==> src/rtl/ccb_pkg.sv <==
package ccb_pkg;
  localparam int REF_HZ  = 24000000;
  localparam int SLOW_HZ = 32768;

  // PLL word field positions
  localparam int MFN_LSB = 0;
  localparam int MFN_W   = 10;
  localparam int MFI_LSB = 10;
  localparam int MFI_W   = 4;
  localparam int MFD_LSB = 16;
  localparam int MFD_W   = 10;
  localparam int PD_LSB  = 26;
  localparam int PD_W    = 4;
  localparam int MFI_MIN = 5;

  // clock-control word field positions
  localparam int CPUDIV_LSB = 30;
  localparam int AHBDIV_LSB = 28;
  localparam int DIV_W      = 2;
  localparam int BYPASS_BIT = 22;
  localparam int SRC_BIT    = 14;

  typedef enum logic [2:0] {
    SEL_NONE   = 3'd0,
    SEL_IPG    = 3'd1,
    SEL_IPGHI  = 3'd2,
    SEL_SLOW   = 3'd3,
    SEL_PLL    = 3'd4,
    SEL_CPU    = 3'd5,
    SEL_AHB    = 3'd6,
    SEL_UNSUP  = 3'd7
  } clkSel_e;

  typedef enum logic [1:0] {
    DIV_BY_PLL = 2'd0,
    DIV_BY_CPU = 2'd1,
    DIV_BY_AHB = 2'd2
  } divSel_e;

  typedef struct packed {
    logic    snap;
    logic    divGo;
    divSel_e divSel;
    logic    scale;
    logic    halve;
    logic    setZero;
    logic    setSlow;
  } ctrlStb_t;
endpackage

==> src/rtl/ccb_regfile.sv <==
module ccb_regfile #(
  parameter int NUM_REGS = 28,
  parameter int ADDR_W   = 12,
  parameter int DATA_W   = 32
) (
  input  logic              clk,
  input  logic              rstN,
  input  logic              busReq,
  input  logic              busWe,
  input  logic [ADDR_W-1:0] busAddr,
  input  logic [3:0]        busBe,
  input  logic [DATA_W-1:0] busWdata,
  output logic [DATA_W-1:0] busRdata,
  output logic              busErr,
  output logic [DATA_W-1:0] pllWord,
  output logic [DATA_W-1:0] clkWord
);
  localparam int IDX_W = $clog2(NUM_REGS);
  localparam logic [ADDR_W-1:0] LIMIT = ADDR_W'(NUM_REGS * 4);

  function automatic logic [DATA_W-1:0] resetVal(input int idx);
    case (idx)
      0:              return DATA_W'(32'h800B2C01);
      1:              return DATA_W'(32'h84042800);
      2:              return DATA_W'(32'hD0030000);
      3:              return DATA_W'(32'h028A0100);
      4:              return DATA_W'(32'h04008100);
      5:              return DATA_W'(32'h00000438);
      6, 7, 8, 9:     return DATA_W'(32'h01010101);
      22:             return DATA_W'(32'h00A00000);
      23, 24:         return DATA_W'(32'h0000A030);
      25:             return DATA_W'(32'h43000000);
      default:        return '0;
    endcase
  endfunction

  logic [NUM_REGS-1:0][DATA_W-1:0] regs;
  logic             accOk;
  logic [IDX_W-1:0] idx;

  assign accOk = (busAddr < LIMIT) && (busAddr[1:0] == 2'b00) && (busBe == 4'hF);
  assign idx   = busAddr[IDX_W+1:2];

  for (genvar g = 0; g < NUM_REGS; g++) begin : gRegs
    always_ff @(posedge clk) begin
      if (!rstN) begin
        regs[g] <= resetVal(g);
      end else if (busReq && busWe && accOk && (idx == IDX_W'(g))) begin
        regs[g] <= busWdata;
      end
    end
  end

  always_ff @(posedge clk) begin
    if (!rstN) begin
      busRdata <= '0;
      busErr   <= 1'b0;
    end else begin
      busErr   <= busReq && !accOk;
      busRdata <= (busReq && !busWe && accOk) ? regs[idx] : '0;
    end
  end

  assign pllWord = regs[0];
  assign clkWord = regs[2];

  a_r3_err_outside: assert property (@(posedge clk) disable iff (!rstN)
    (busReq && !busWe && busAddr >= LIMIT) |=> (busErr && busRdata == '0));

  a_r4_bad_write_kept: assert property (@(posedge clk) disable iff (!rstN)
    (busReq && busWe && (busAddr[1:0] != 2'b00 || busBe != 4'hF)) |=> $stable(regs));

  a_r2_good_read_ok: assert property (@(posedge clk) disable iff (!rstN)
    (busReq && !busWe && busAddr < LIMIT && busAddr[1:0] == 2'b00 && busBe == 4'hF)
      |=> !busErr);
endmodule

==> src/rtl/ccb_ctrl.sv <==
module ccb_ctrl
  import ccb_pkg::*;
(
  input  logic       clk,
  input  logic       rstN,
  input  logic       freqReq,
  input  logic [2:0] freqSel,
  input  logic       divBusy,
  output ctrlStb_t   stb,
  output logic       freqDone
);
  typedef enum logic [3:0] {
    ST_IDLE, ST_SNAP, ST_DIV_PLL, ST_WAIT_PLL, ST_SCALE, ST_DIV_CPU,
    ST_WAIT_CPU, ST_DIV_AHB, ST_WAIT_AHB, ST_HALVE, ST_DONE
  } state_e;

  state_e  st, stNext;
  clkSel_e selQ;

  always_comb begin
    stb    = '0;
    stNext = st;
    case (st)
      ST_IDLE: begin
        if (freqReq) begin
          case (clkSel_e'(freqSel))
            SEL_NONE, SEL_UNSUP: begin stb.setZero = 1'b1; stNext = ST_DONE; end
            SEL_SLOW:            begin stb.setSlow = 1'b1; stNext = ST_DONE; end
            default:             begin stb.snap    = 1'b1; stNext = ST_DIV_PLL; end
          endcase
        end
      end
      ST_DIV_PLL: begin
        stb.divGo  = 1'b1;
        stb.divSel = DIV_BY_PLL;
        stNext     = ST_WAIT_PLL;
      end
      ST_WAIT_PLL: if (!divBusy) stNext = (selQ == SEL_PLL) ? ST_DONE : ST_SCALE;
      ST_SCALE: begin
        stb.scale = 1'b1;
        stNext    = ST_DIV_CPU;
      end
      ST_DIV_CPU: begin
        stb.divGo  = 1'b1;
        stb.divSel = DIV_BY_CPU;
        stNext     = ST_WAIT_CPU;
      end
      ST_WAIT_CPU: if (!divBusy) stNext = (selQ == SEL_CPU) ? ST_DONE : ST_DIV_AHB;
      ST_DIV_AHB: begin
        stb.divGo  = 1'b1;
        stb.divSel = DIV_BY_AHB;
        stNext     = ST_WAIT_AHB;
      end
      ST_WAIT_AHB: if (!divBusy) stNext = (selQ == SEL_AHB) ? ST_DONE : ST_HALVE;
      ST_HALVE: begin
        stb.halve = 1'b1;
        stNext    = ST_DONE;
      end
      ST_DONE: stNext = ST_IDLE;
      default: stNext = ST_IDLE;
    endcase
  end

  always_ff @(posedge clk) begin
    if (!rstN) begin
      st   <= ST_IDLE;
      selQ <= SEL_NONE;
    end else begin
      st <= stNext;
      if (st == ST_IDLE && freqReq) selQ <= clkSel_e'(freqSel);
    end
  end

  assign freqDone = (st == ST_DONE);

  a_r10_done_pulse: assert property (@(posedge clk) disable iff (!rstN)
    freqDone |=> !freqDone);

  a_r10_sel_held: assert property (@(posedge clk) disable iff (!rstN)
    (st != ST_IDLE) |=> $stable(selQ));

  a_r10_div_started: assert property (@(posedge clk) disable iff (!rstN)
    stb.divGo |=> divBusy);
endmodule

==> src/rtl/ccb_datapath.sv <==
module ccb_datapath
  import ccb_pkg::*;
#(
  parameter int ACC_W = 48,
  parameter int OUT_W = 32
) (
  input  logic             clk,
  input  logic             rstN,
  input  ctrlStb_t         stb,
  input  logic [31:0]      pllWord,
  input  logic [31:0]      clkWord,
  output logic             divBusy,
  output logic [OUT_W-1:0] freqHz
);
  localparam int CNT_W = $clog2(ACC_W + 1);

  logic [MFN_W-1:0] mfn;
  logic [MFI_W-1:0] mfi, mfiClamp;
  logic [MFD_W-1:0] mfd;
  logic [PD_W-1:0]  pd;
  logic [ACC_W-1:0] pllNum, pllDen;

  assign mfn      = pllWord[MFN_LSB +: MFN_W];
  assign mfi      = pllWord[MFI_LSB +: MFI_W];
  assign mfd      = pllWord[MFD_LSB +: MFD_W];
  assign pd       = pllWord[PD_LSB +: PD_W];
  assign mfiClamp = (mfi < MFI_W'(MFI_MIN)) ? MFI_W'(MFI_MIN) : mfi;
  assign pllNum   = ACC_W'(2 * REF_HZ) *
                    (ACC_W'(mfiClamp) * (ACC_W'(mfd) + ACC_W'(1)) + ACC_W'(mfn));
  assign pllDen   = (ACC_W'(mfd) + ACC_W'(1)) * (ACC_W'(pd) + ACC_W'(1));

  logic [ACC_W-1:0] acc, rem, divisor, denSnap, divNext, remSh;
  logic [ACC_W+1:0] scaled;
  logic [31:0]      clkSnap;
  logic [CNT_W-1:0] cnt;
  logic             remGe;

  assign remSh  = {rem[ACC_W-2:0], acc[ACC_W-1]};
  assign remGe  = (remSh >= divisor);
  assign scaled = ({2'b00, acc} * (ACC_W+2)'(3)) >> 2;

  always_comb begin
    case (stb.divSel)
      DIV_BY_PLL: divNext = denSnap;
      DIV_BY_CPU: divNext = ACC_W'(clkSnap[CPUDIV_LSB +: DIV_W]) + ACC_W'(1);
      default:    divNext = ACC_W'(clkSnap[AHBDIV_LSB +: DIV_W]) + ACC_W'(1);
    endcase
  end

  always_ff @(posedge clk) begin
    if (!rstN) begin
      acc     <= '0;
      rem     <= '0;
      divisor <= ACC_W'(1);
      denSnap <= ACC_W'(1);
      clkSnap <= '0;
      cnt     <= '0;
      divBusy <= 1'b0;
    end else begin
      if (stb.snap) begin
        acc     <= clkWord[BYPASS_BIT] ? ACC_W'(REF_HZ) : pllNum;
        denSnap <= clkWord[BYPASS_BIT] ? ACC_W'(1) : pllDen;
        clkSnap <= clkWord;
      end
      if (stb.setZero) acc <= '0;
      if (stb.setSlow) acc <= ACC_W'(SLOW_HZ);
      if (stb.scale && clkSnap[SRC_BIT]) acc <= scaled[ACC_W-1:0];
      if (stb.halve) acc <= acc >> 1;
      if (stb.divGo) begin
        divisor <= divNext;
        rem     <= '0;
        cnt     <= CNT_W'(ACC_W);
        divBusy <= 1'b1;
      end else if (divBusy) begin
        acc <= {acc[ACC_W-2:0], remGe};
        rem <= remGe ? (remSh - divisor) : remSh;
        cnt <= cnt - CNT_W'(1);
        if (cnt == CNT_W'(1)) divBusy <= 1'b0;
      end
    end
  end

  assign freqHz = (|acc[ACC_W-1:OUT_W]) ? '1 : acc[OUT_W-1:0];

  a_r9_divisor_nonzero: assert property (@(posedge clk) disable iff (!rstN)
    divBusy |-> (divisor != '0));

  a_r11_snapshot_held: assert property (@(posedge clk) disable iff (!rstN)
    divBusy |=> $stable(clkSnap));
endmodule

==> src/rtl/clk_ctrl_bank.sv <==
module clk_ctrl_bank
  import ccb_pkg::*;
#(
  parameter int NUM_REGS = 28,
  parameter int ADDR_W   = 12,
  parameter int ACC_W    = 48
) (
  input  logic              clk,
  input  logic              rstN,
  input  logic              busReq,
  input  logic              busWe,
  input  logic [ADDR_W-1:0] busAddr,
  input  logic [3:0]        busBe,
  input  logic [31:0]       busWdata,
  output logic [31:0]       busRdata,
  output logic              busErr,
  input  logic              freqReq,
  input  logic [2:0]        freqSel,
  output logic              freqDone,
  output logic [31:0]       freqHz
);
  logic [31:0] pllWord, clkWord;
  logic        divBusy;
  ctrlStb_t    stb;

  ccb_regfile #(.NUM_REGS(NUM_REGS), .ADDR_W(ADDR_W), .DATA_W(32)) u_regs (
    .clk(clk), .rstN(rstN), .busReq(busReq), .busWe(busWe), .busAddr(busAddr),
    .busBe(busBe), .busWdata(busWdata), .busRdata(busRdata), .busErr(busErr),
    .pllWord(pllWord), .clkWord(clkWord)
  );

  ccb_ctrl u_ctrl (
    .clk(clk), .rstN(rstN), .freqReq(freqReq), .freqSel(freqSel),
    .divBusy(divBusy), .stb(stb), .freqDone(freqDone)
  );

  ccb_datapath #(.ACC_W(ACC_W), .OUT_W(32)) u_dp (
    .clk(clk), .rstN(rstN), .stb(stb), .pllWord(pllWord), .clkWord(clkWord),
    .divBusy(divBusy), .freqHz(freqHz)
  );
endmodule

==> config.mk <==
export PLATFORM = sky130hd
export DESIGN_NAME = clk_ctrl_bank
export DESIGN_NICKNAME = d
export VERILOG_FILES = /design/src/rtl/ccb_pkg.sv /design/src/rtl/ccb_regfile.sv /design/src/rtl/ccb_ctrl.sv /design/src/rtl/ccb_datapath.sv /design/src/rtl/clk_ctrl_bank.sv
export SDC_FILE = /design/constraint.sdc
export NUM_CORES = 2
export LEC_CHECK = 0
export BUFFER_PORTS_ARGS = -buffer_cell sky130_fd_sc_hd__buf_2
export CELL_PAD_IN_SITES_DETAIL_PLACEMENT = 1
export CELL_PAD_IN_SITES_GLOBAL_PLACEMENT = 1
export CORE_MARGIN = 10
export CORE_UTILIZATION = 49
export CTS_CLUSTER_SIZE = 16
export DETAILED_ROUTE_END_ITERATION = 10
export GPL_TIMING_DRIVEN = 0
export PLACE_DENSITY_LB_ADDON = 0.25
export SYNTH_ARGS = -nofsm -noshare
export SYNTH_HDL_FRONTEND = slang
export SYNTH_SLANG_ARGS = --single-unit
export TNS_END_PERCENT = 100
==> constraint.sdc <==
create_clock -name clk -period 13.3 [get_ports clk]
set_clock_uncertainty 0.15 [all_clocks]
set_input_delay 0.665 -clock clk [delete_from_list [all_inputs] [get_ports clk]]
set_output_delay 0.665 -clock clk [all_outputs]
set_load 0.02 [all_outputs]
# [After elaboration in Yosys (flattened, before gate mapping)]
# Cells that the tools add are included.
[op_classes] n_mul=4 n_eq_ne=48 n_addsub=7 mux=39 n_reduce_logical=51 magnitude_cmp=4 bitwise_logic=1
[op_table] op="$mux W48" n=9
[op_table] op="$bmux W32 S5" n=1
[op_table] op="$pmux W48 S2" n=1
[op_table] op="$mux W32" n=2
[op_table] op="$eq A5 B5 Y1 const B" n=12
[op_table] op="$mul A48 B2 Y50 const B" n=1
[op_table] op="$add A48 B10 Y48" n=1
[op_table] op="$ge A48 B48 Y1" n=1
[op_table] op="$mul A16 B48 Y38 const A" n=1
[op_table] op="$mul A4 B48 Y48" n=1
[op_table] op="$mul A48 B48 Y48" n=1
[op_table] op="$mux W47" n=1
[op_table] op="$sub A47 B47 Y47" n=1
[op_table] op="$eq A5 B4 Y1 const B" n=8
[op_table] op="$logic_and A1 B1 Y1" n=37
[op_table] op="$pmux W4 S9" n=1
[op_table] op="$mux W4" n=8
[op_table] op="$eq A5 B3 Y1 const B" n=4
[op_table] op="$eq A4 B3 Y1 const B" n=4
[op_table] op="$eq A4 B4 Y1 const B" n=4
[op_table] op="$reduce_or A16 Y1" n=1
[op_table] op="$eq A3 B3 Y1 const B" n=4
[op_table] op="$lt A12 B7 Y1 const B" n=1
[op_table] op="$mux W6" n=2
[op_table] op="27 further kinds" n=47
[word_totals] out_inout_bits=66 reg_bits=1166 wordCells=194

# [Depth between registers and ports, before layout]
[logic_depth] depth_word=13 depth_mapped=39 depth_no_buf=38

# [Cells and area by module]
# From an unflattened synthesis, not the netlist that was laid out.
[unflattened] cells_unflattened=6767 area_unflattened_um2=62586.3
[modules_own_cells] mod="ccb_regfile" seq_area_each_um2=18597.8 instances=1 area_per_inst_um2=42025.3 cells_per_inst=4179
[modules_own_cells] mod="ccb_datapath" seq_area_each_um2=2822.7 instances=1 area_per_inst_um2=19866.6 cells_per_inst=2500
[modules_own_cells] mod="ccb_ctrl" seq_area_each_um2=140.1 instances=1 area_per_inst_um2=694.4 cells_per_inst=88

# [Worst setup path after synthesis]
# OpenSTA, ideal clock, no wires.
[synth_timing] path_type="flip-flop to flip-flop" from="reg u_regs.regs, in the netlist u_regs.pllWord[18]" to="reg u_dp.acc[42]" period_less_slack_ns=10.482 setup_time_ns=0.074 stages_incl_launch_ff=40 t_arrival_ns=10.258 slack_ns=2.818 path_buffers=1 path_cell_list="dfxtp_1 > clkbuf_1 > nand3_1 > xnor2_1 > inv_1 > nor2_1 > fa_1 > fa_1 > inv_1 > fa_1 > inv_1 > ha_1 > o21ai_0 > a21boi_1 > o21ai_0 > nand2b_1 > a21o_1 > a41o_1 > [... 4 more ...] > inv_1 > fa_1 > inv_1 > fa_1 > fa_1 > inv_1 > fa_1 > inv_1 > ha_1 > and4_1 > and3_1 > a211o_1 > nor3b_1 > a211oi_1 > o21a_1 > o21a_1 > o32a_1 > o21ai_0"
[synth_between] elab_chain_cells=12
[synth_lines] element="start, declared" line="ccb_regfile.sv:37" text="logic [NUM_REGS-1:0][DATA_W-1:0] regs;"
[synth_lines] element="start signal, assigned by index" line="ccb_regfile.sv:47" text="regs[g] <= resetVal(g);"
[synth_lines] element="start signal, assigned by index" line="ccb_regfile.sv:49" text="regs[g] <= busWdata;"
[synth_lines] element="$add A10 B1 Y11 *" line="ccb_datapath.sv:29" text="(ACC_W'(mfiClamp) * (ACC_W'(mfd) + ACC_W'(1)) + ACC_W'(mfn));"
[synth_lines] element="$mul A4 B48 Y48 *" line="ccb_datapath.sv:29"
[synth_lines] element="$add A48 B10 Y48 *" line="ccb_datapath.sv:29"
[synth_lines] element="$mul A16 B48 Y38 *" line="ccb_datapath.sv:28" text="assign pllNum = ACC_W'(2 * REF_HZ) *"
[synth_lines] element="$mux W48 *" line="ccb_datapath.sv:61" text="acc <= clkWord[BYPASS_BIT] ? ACC_W'(REF_HZ) : pllNum;"
[synth_lines] element="$mux W48 *" line="ccb_datapath.sv:60" text="if (stb.snap) begin"
[synth_lines] element="$mux W48 *" line="ccb_datapath.sv:65" text="if (stb.setZero) acc <= '0;"
[synth_lines] element="$mux W48 *" line="ccb_datapath.sv:66" text="if (stb.setSlow) acc <= ACC_W'(SLOW_HZ);"
[synth_lines] element="$mux W48 *" line="ccb_datapath.sv:67" text="if (stb.scale && clkSnap[SRC_BIT]) acc <= scaled[ACC_W-1:0];"
[synth_lines] element="$mux W48 *" line="ccb_datapath.sv:68" text="if (stb.halve) acc <= acc >> 1;"
[synth_lines] element="$mux W48" line="ccb_datapath.sv:74" text="end else if (divBusy) begin"
[synth_lines] element="$mux W48 *" line="ccb_datapath.sv:69" text="if (stb.divGo) begin"
[synth_lines] element="end signal, assigned" line="ccb_datapath.sv:67"
[synth_lines] element="end signal, assigned" line="ccb_datapath.sv:68"
[synth_lines] element="end signal, assigned" line="ccb_datapath.sv:75" text="acc <= {acc[ACC_W-2:0], remGe};"
[synth_lines] element="end, declared" line="ccb_datapath.sv:32" text="logic [ACC_W-1:0] acc, rem, divisor, denSnap, divNext, remSh;"
# Every way passes the cells marked *; elsewhere a longest branch is shown, timed or not.
# A chain may end at the register's enable or synchronous reset.

# [Worst setup path in the final report]
# Ends and elaborated chain as after synthesis.

==> flow_metrics.env <==
export IMPL_dieWidth_um=369
export IMPL_critPathBufInv=9
export IMPL_synthesis_area_um2=59800
export IMPL_clock_sinks=1077
export IMPL_drv_slew=0
export IMPL_grt_use_total_pct=34.6
export IMPL_pwr_share_seq_pct=34.5
export IMPL_final_common_cell="nand2_1"
export IMPL_synthMuxAreaShare_pct=15.1
export IMPL_synth_xor_area_share_pct=2.02
export IMPL_synth_simple_gate_area_share_pct=16.4
export IMPL_synth_adder_area_share_pct=10.8
export IMPL_grt_overflow=0
export IMPL_cts_root_buf="clkbuf_16"
export IMPL_power_switching_mw=3.81
export IMPL_ys_warn_count=0
export IMPL_p_int_mw=6.46
export IMPL_grt_met2_usage_pct=55.5
export IMPL_port_buffers=85
export IMPL_rsz0062_at_grt="no"
export IMPL_setup_viol=0
export IMPL_syn_inst=6947
export IMPL_status="complete, no violations"
export IMPL_tns_ns=0
export IMPL_max_vdd_ir_drop_mv=0.178
export IMPL_synth_compound_area_share_pct=13.9
export IMPL_gr_usage_met3_pct=6.94
export IMPL_cts_tree="done"
export IMPL_syn_nets=7425
export IMPL_grt_pass1_vias=58200
export IMPL_cts_buffer_depth=3
export IMPL_crit_type="flip-flop to flip-flop"
export IMPL_start_util_pct=49.2
export IMPL_synth_avg_cell_area_um2=8.60
export IMPL_synth_seq_cells=1077
export IMPL_core_um2=122000
export IMPL_max_freq_mhz=80.0
export IMPL_min_path_type="input pin to flip-flop"
export IMPL_hold_depth=3
export IMPL_final_hold_viol_count=0
export IMPL_drcViolationCount=0
export IMPL_synth_distinct_cells=86
export IMPL_antenna_found_initial=10
export IMPL_grt_util_met1_pct=41.1
export IMPL_min_period_ns=12.50
export IMPL_die_h_um=369
export IMPL_clkPwrFrac_pct=33.4
export IMPL_power_density_nw_per_um2=155
export IMPL_crit_fanout=8
export IMPL_rows=128
export IMPL_r2r_start="u_regs.pllWord[18]"
export IMPL_drt_iter0_drc=5046
export IMPL_final_cell_mix="1448 x nand2_1, 1077 x dfxtp_1, 834 x a21oi_1, 513 x clkbuf_1, 456 x nor2_1"
export IMPL_synthFlopType="dfxtp_1"
export IMPL_vias=55400
export IMPL_dieArea_um2=136000
export IMPL_max_cap_violations=0
export IMPL_worstSetupStartpointType="flip-flop"
export IMPL_drive_above_1_share_pct=8.38
export IMPL_tightestPinTransition_ns=1.34
export IMPL_ctsHtreeMaxLevel=3
export IMPL_slowest_stage="nor3_1"
export IMPL_drt_total_wl_um=244000
export IMPL_routed_via_density=6.25
export IMPL_end_kind="flip-flop"
export IMPL_worstSkewPairLatency_ns=0.79
export IMPL_synth_edf_count=0
export IMPL_power_leakage_nw=24.9
export IMPL_r2r_slack_ns=0.80
export IMPL_min_from="freqSel[2]"
export IMPL_min_period_over_period_pct=94.0
export IMPL_synth_seq_area_share_pct=36.1
export IMPL_max_stage_delay_ns=0.70
export IMPL_rr_worst_depth=40
export IMPL_p_sw_share_pct=37.1
export IMPL_areaGrowthSynthToFinish_pct=10.9
export IMPL_wl_per_cell_um=27.5
export IMPL_min_to="u_ctrl.selQ[2]"
export IMPL_r2r_end="u_dp.acc[42]"
export IMPL_cp_top_family="adder cells"
export IMPL_busiest_layer="met2"
export IMPL_postRouteAntennaNets=0
export IMPL_cts_inserted_buffers=114
export IMPL_dp_hpwl_um=183000
export IMPL_nets=7628
export IMPL_synth_top_family_by_area="simple AND/OR/NAND/NOR gates"
export IMPL_combinationalPowerShare_pct=32.1
export IMPL_relSlewSlack_pct=10.7
export IMPL_crit_arrival_ns=12.89
export IMPL_cts_setup_buffers=0
export IMPL_grt_max_degree=18
export IMPL_synthArstFlopShare_pct=0
export IMPL_grt_pass1_wl_um=362000
export IMPL_clk_pin_slew_worst_paths_ns=0.06
export IMPL_io_pins=122
export IMPL_power_mw=10.3
export IMPL_drt_pass1_iter_count=6
export IMPL_gp_congestion=0.972
export IMPL_cp_required_ns=13.69
logic make-up (layout without fill, tap and decap cells):
kind of cell | count (synthesis) | count (layout)
fa+ha+maj | 422 | 422
compound gates | 1470 | 1470
mux | 579 | 579
buf+inv | 911 | 1209
simple gates | 2350 | 2350
flops | 1077 | 1077
xor+xnor | 138 | 138
other cells | 0 | 3
how the worst max path moves through the flow:
| stage | slack (ns) | cells after the start | startpoint | endpoint |
|---|---|---|---|---|
| 6_report | 0.80 | 40 | u_regs.pllWord[18] | u_dp.acc[42] |
| 2_1_floorplan | 2.82 | 39 | u_regs.pllWord[18] | u_dp.acc[42] |
| 4_1_cts | 0.50 | 39 | u_regs.pllWord[18] | u_dp.acc[42] |
| 3_3_place_gp | 0.21 | 39 | u_regs.pllWord[18] | u_dp.acc[42] |
| 5_1_grt | 0.25 | 40 | u_regs.pllWord[18] | u_dp.acc[42] |
| 3_5_place_dp | 0.69 | 39 | u_regs.pllWord[18] | u_dp.acc[42] |
power groups by stage:
| stage | clock network, mW | registers [mW] | logic [mW] |
|---|---|---|---|
| 6_report | 3.43 | 3.54 | 3.29 |
| 5_1_grt | 3.57 | 3.56 | 3.59 |
| 4_1_cts | 3.43 | 3.53 | 3.25 |
| 3_5_place_dp | 0 | 3.60 | 3.23 |
| 3_3_place_gp | 0 | 3.60 | 3.16 |
| 2_1_floorplan | 0 | 3.53 | 2.31 |
registers in the layout, indices dropped and copies added (netlist names):
register,count
u_regs.regs,832
u_ctrl.st,4
u_dp.clkSnap,5
u_dp.acc,48
u_ctrl.selQ,3
u_dp.rem,47
u_dp.cnt,6
u_regs.pllWord,32
u_regs.clkWord,32
u_dp.denSnap,17
u_dp.divisor,17
u_regs.busRdata,32
u_regs.busErr,1
u_dp.divBusy,1
layout make-up:
cell class,instances,area [µm²]
diodes,3,7.51
plain buffers,568,2180
clock buffers,163,3330
clock inverters,48,668
fillers,14400,55300
inverters,343,1290
multi-input cells,4959,34800
flip-flops and latches,1077,21600
well taps,1625,2030
repair buffers,87,443
timing repair:
item,in CTS,in global routing
endpoints found under the setup margin,0,1
gates resized for setup,0,1
hold buffers,1,0
hold endpoints to repair,1,0
per-stage QoR:
stage                     cells  cell area [µm²]  utilization (%)  setup slack (ns)  hold slack [ns]
final                      8873            66300             54.5             0.803           0.0331
after global routing       8870            66300             54.5             0.255           0.0445
after CTS                  8870            66200             54.5             0.502          0.00490
after detailed placement   8658            62200             51.2             0.687            0.296
after global placement     8657            62200             51.2             0.206            0.288
after floorplan            6947            59800                -              2.82            0.282
per-layer routing:
metal	wire, µm	vias to the layer above
li1	-	24200
met1	93600	27800
met2	110000	2647
met3	18900	870
met4	20900	0
met5	0	-
Yosys cell counts (40+ instances only):
| master | count | share of area (%) |
|---|---|---|
| a21oi_1 | 834 | 7.0 |
| nand2_1 | 1448 | 9.1 |
| ha_1 | 267 | 5.6 |
| dfxtp_1 | 1077 | 36 |
| nand3_1 | 128 | 1.1 |
| nor2_1 | 456 | 2.9 |
| o21ai_0 | 325 | 2.7 |
| xnor2_1 | 88 | 1.3 |
| nor3_1 | 63 | 0.53 |
| mux2i_1 | 317 | 5.3 |
| inv_1 | 343 | 2.2 |
| a211oi_1 | 40 | 0.50 |
| buf_1 | 41 | 0.26 |
| xor2_1 | 50 | 0.73 |
| mux4_2 | 256 | 9.6 |
| clkbuf_1 | 492 | 3.1 |
| fa_1 | 155 | 5.2 |
| a21o_1 | 51 | 0.64 |
tightest hold or removal path, stage by stage:
cell	delay (ns)
buf_2	0.11
nand2_1	0.05
a21oi_1	0.05
No activity file was read; power rests on OpenSTA's default activity.
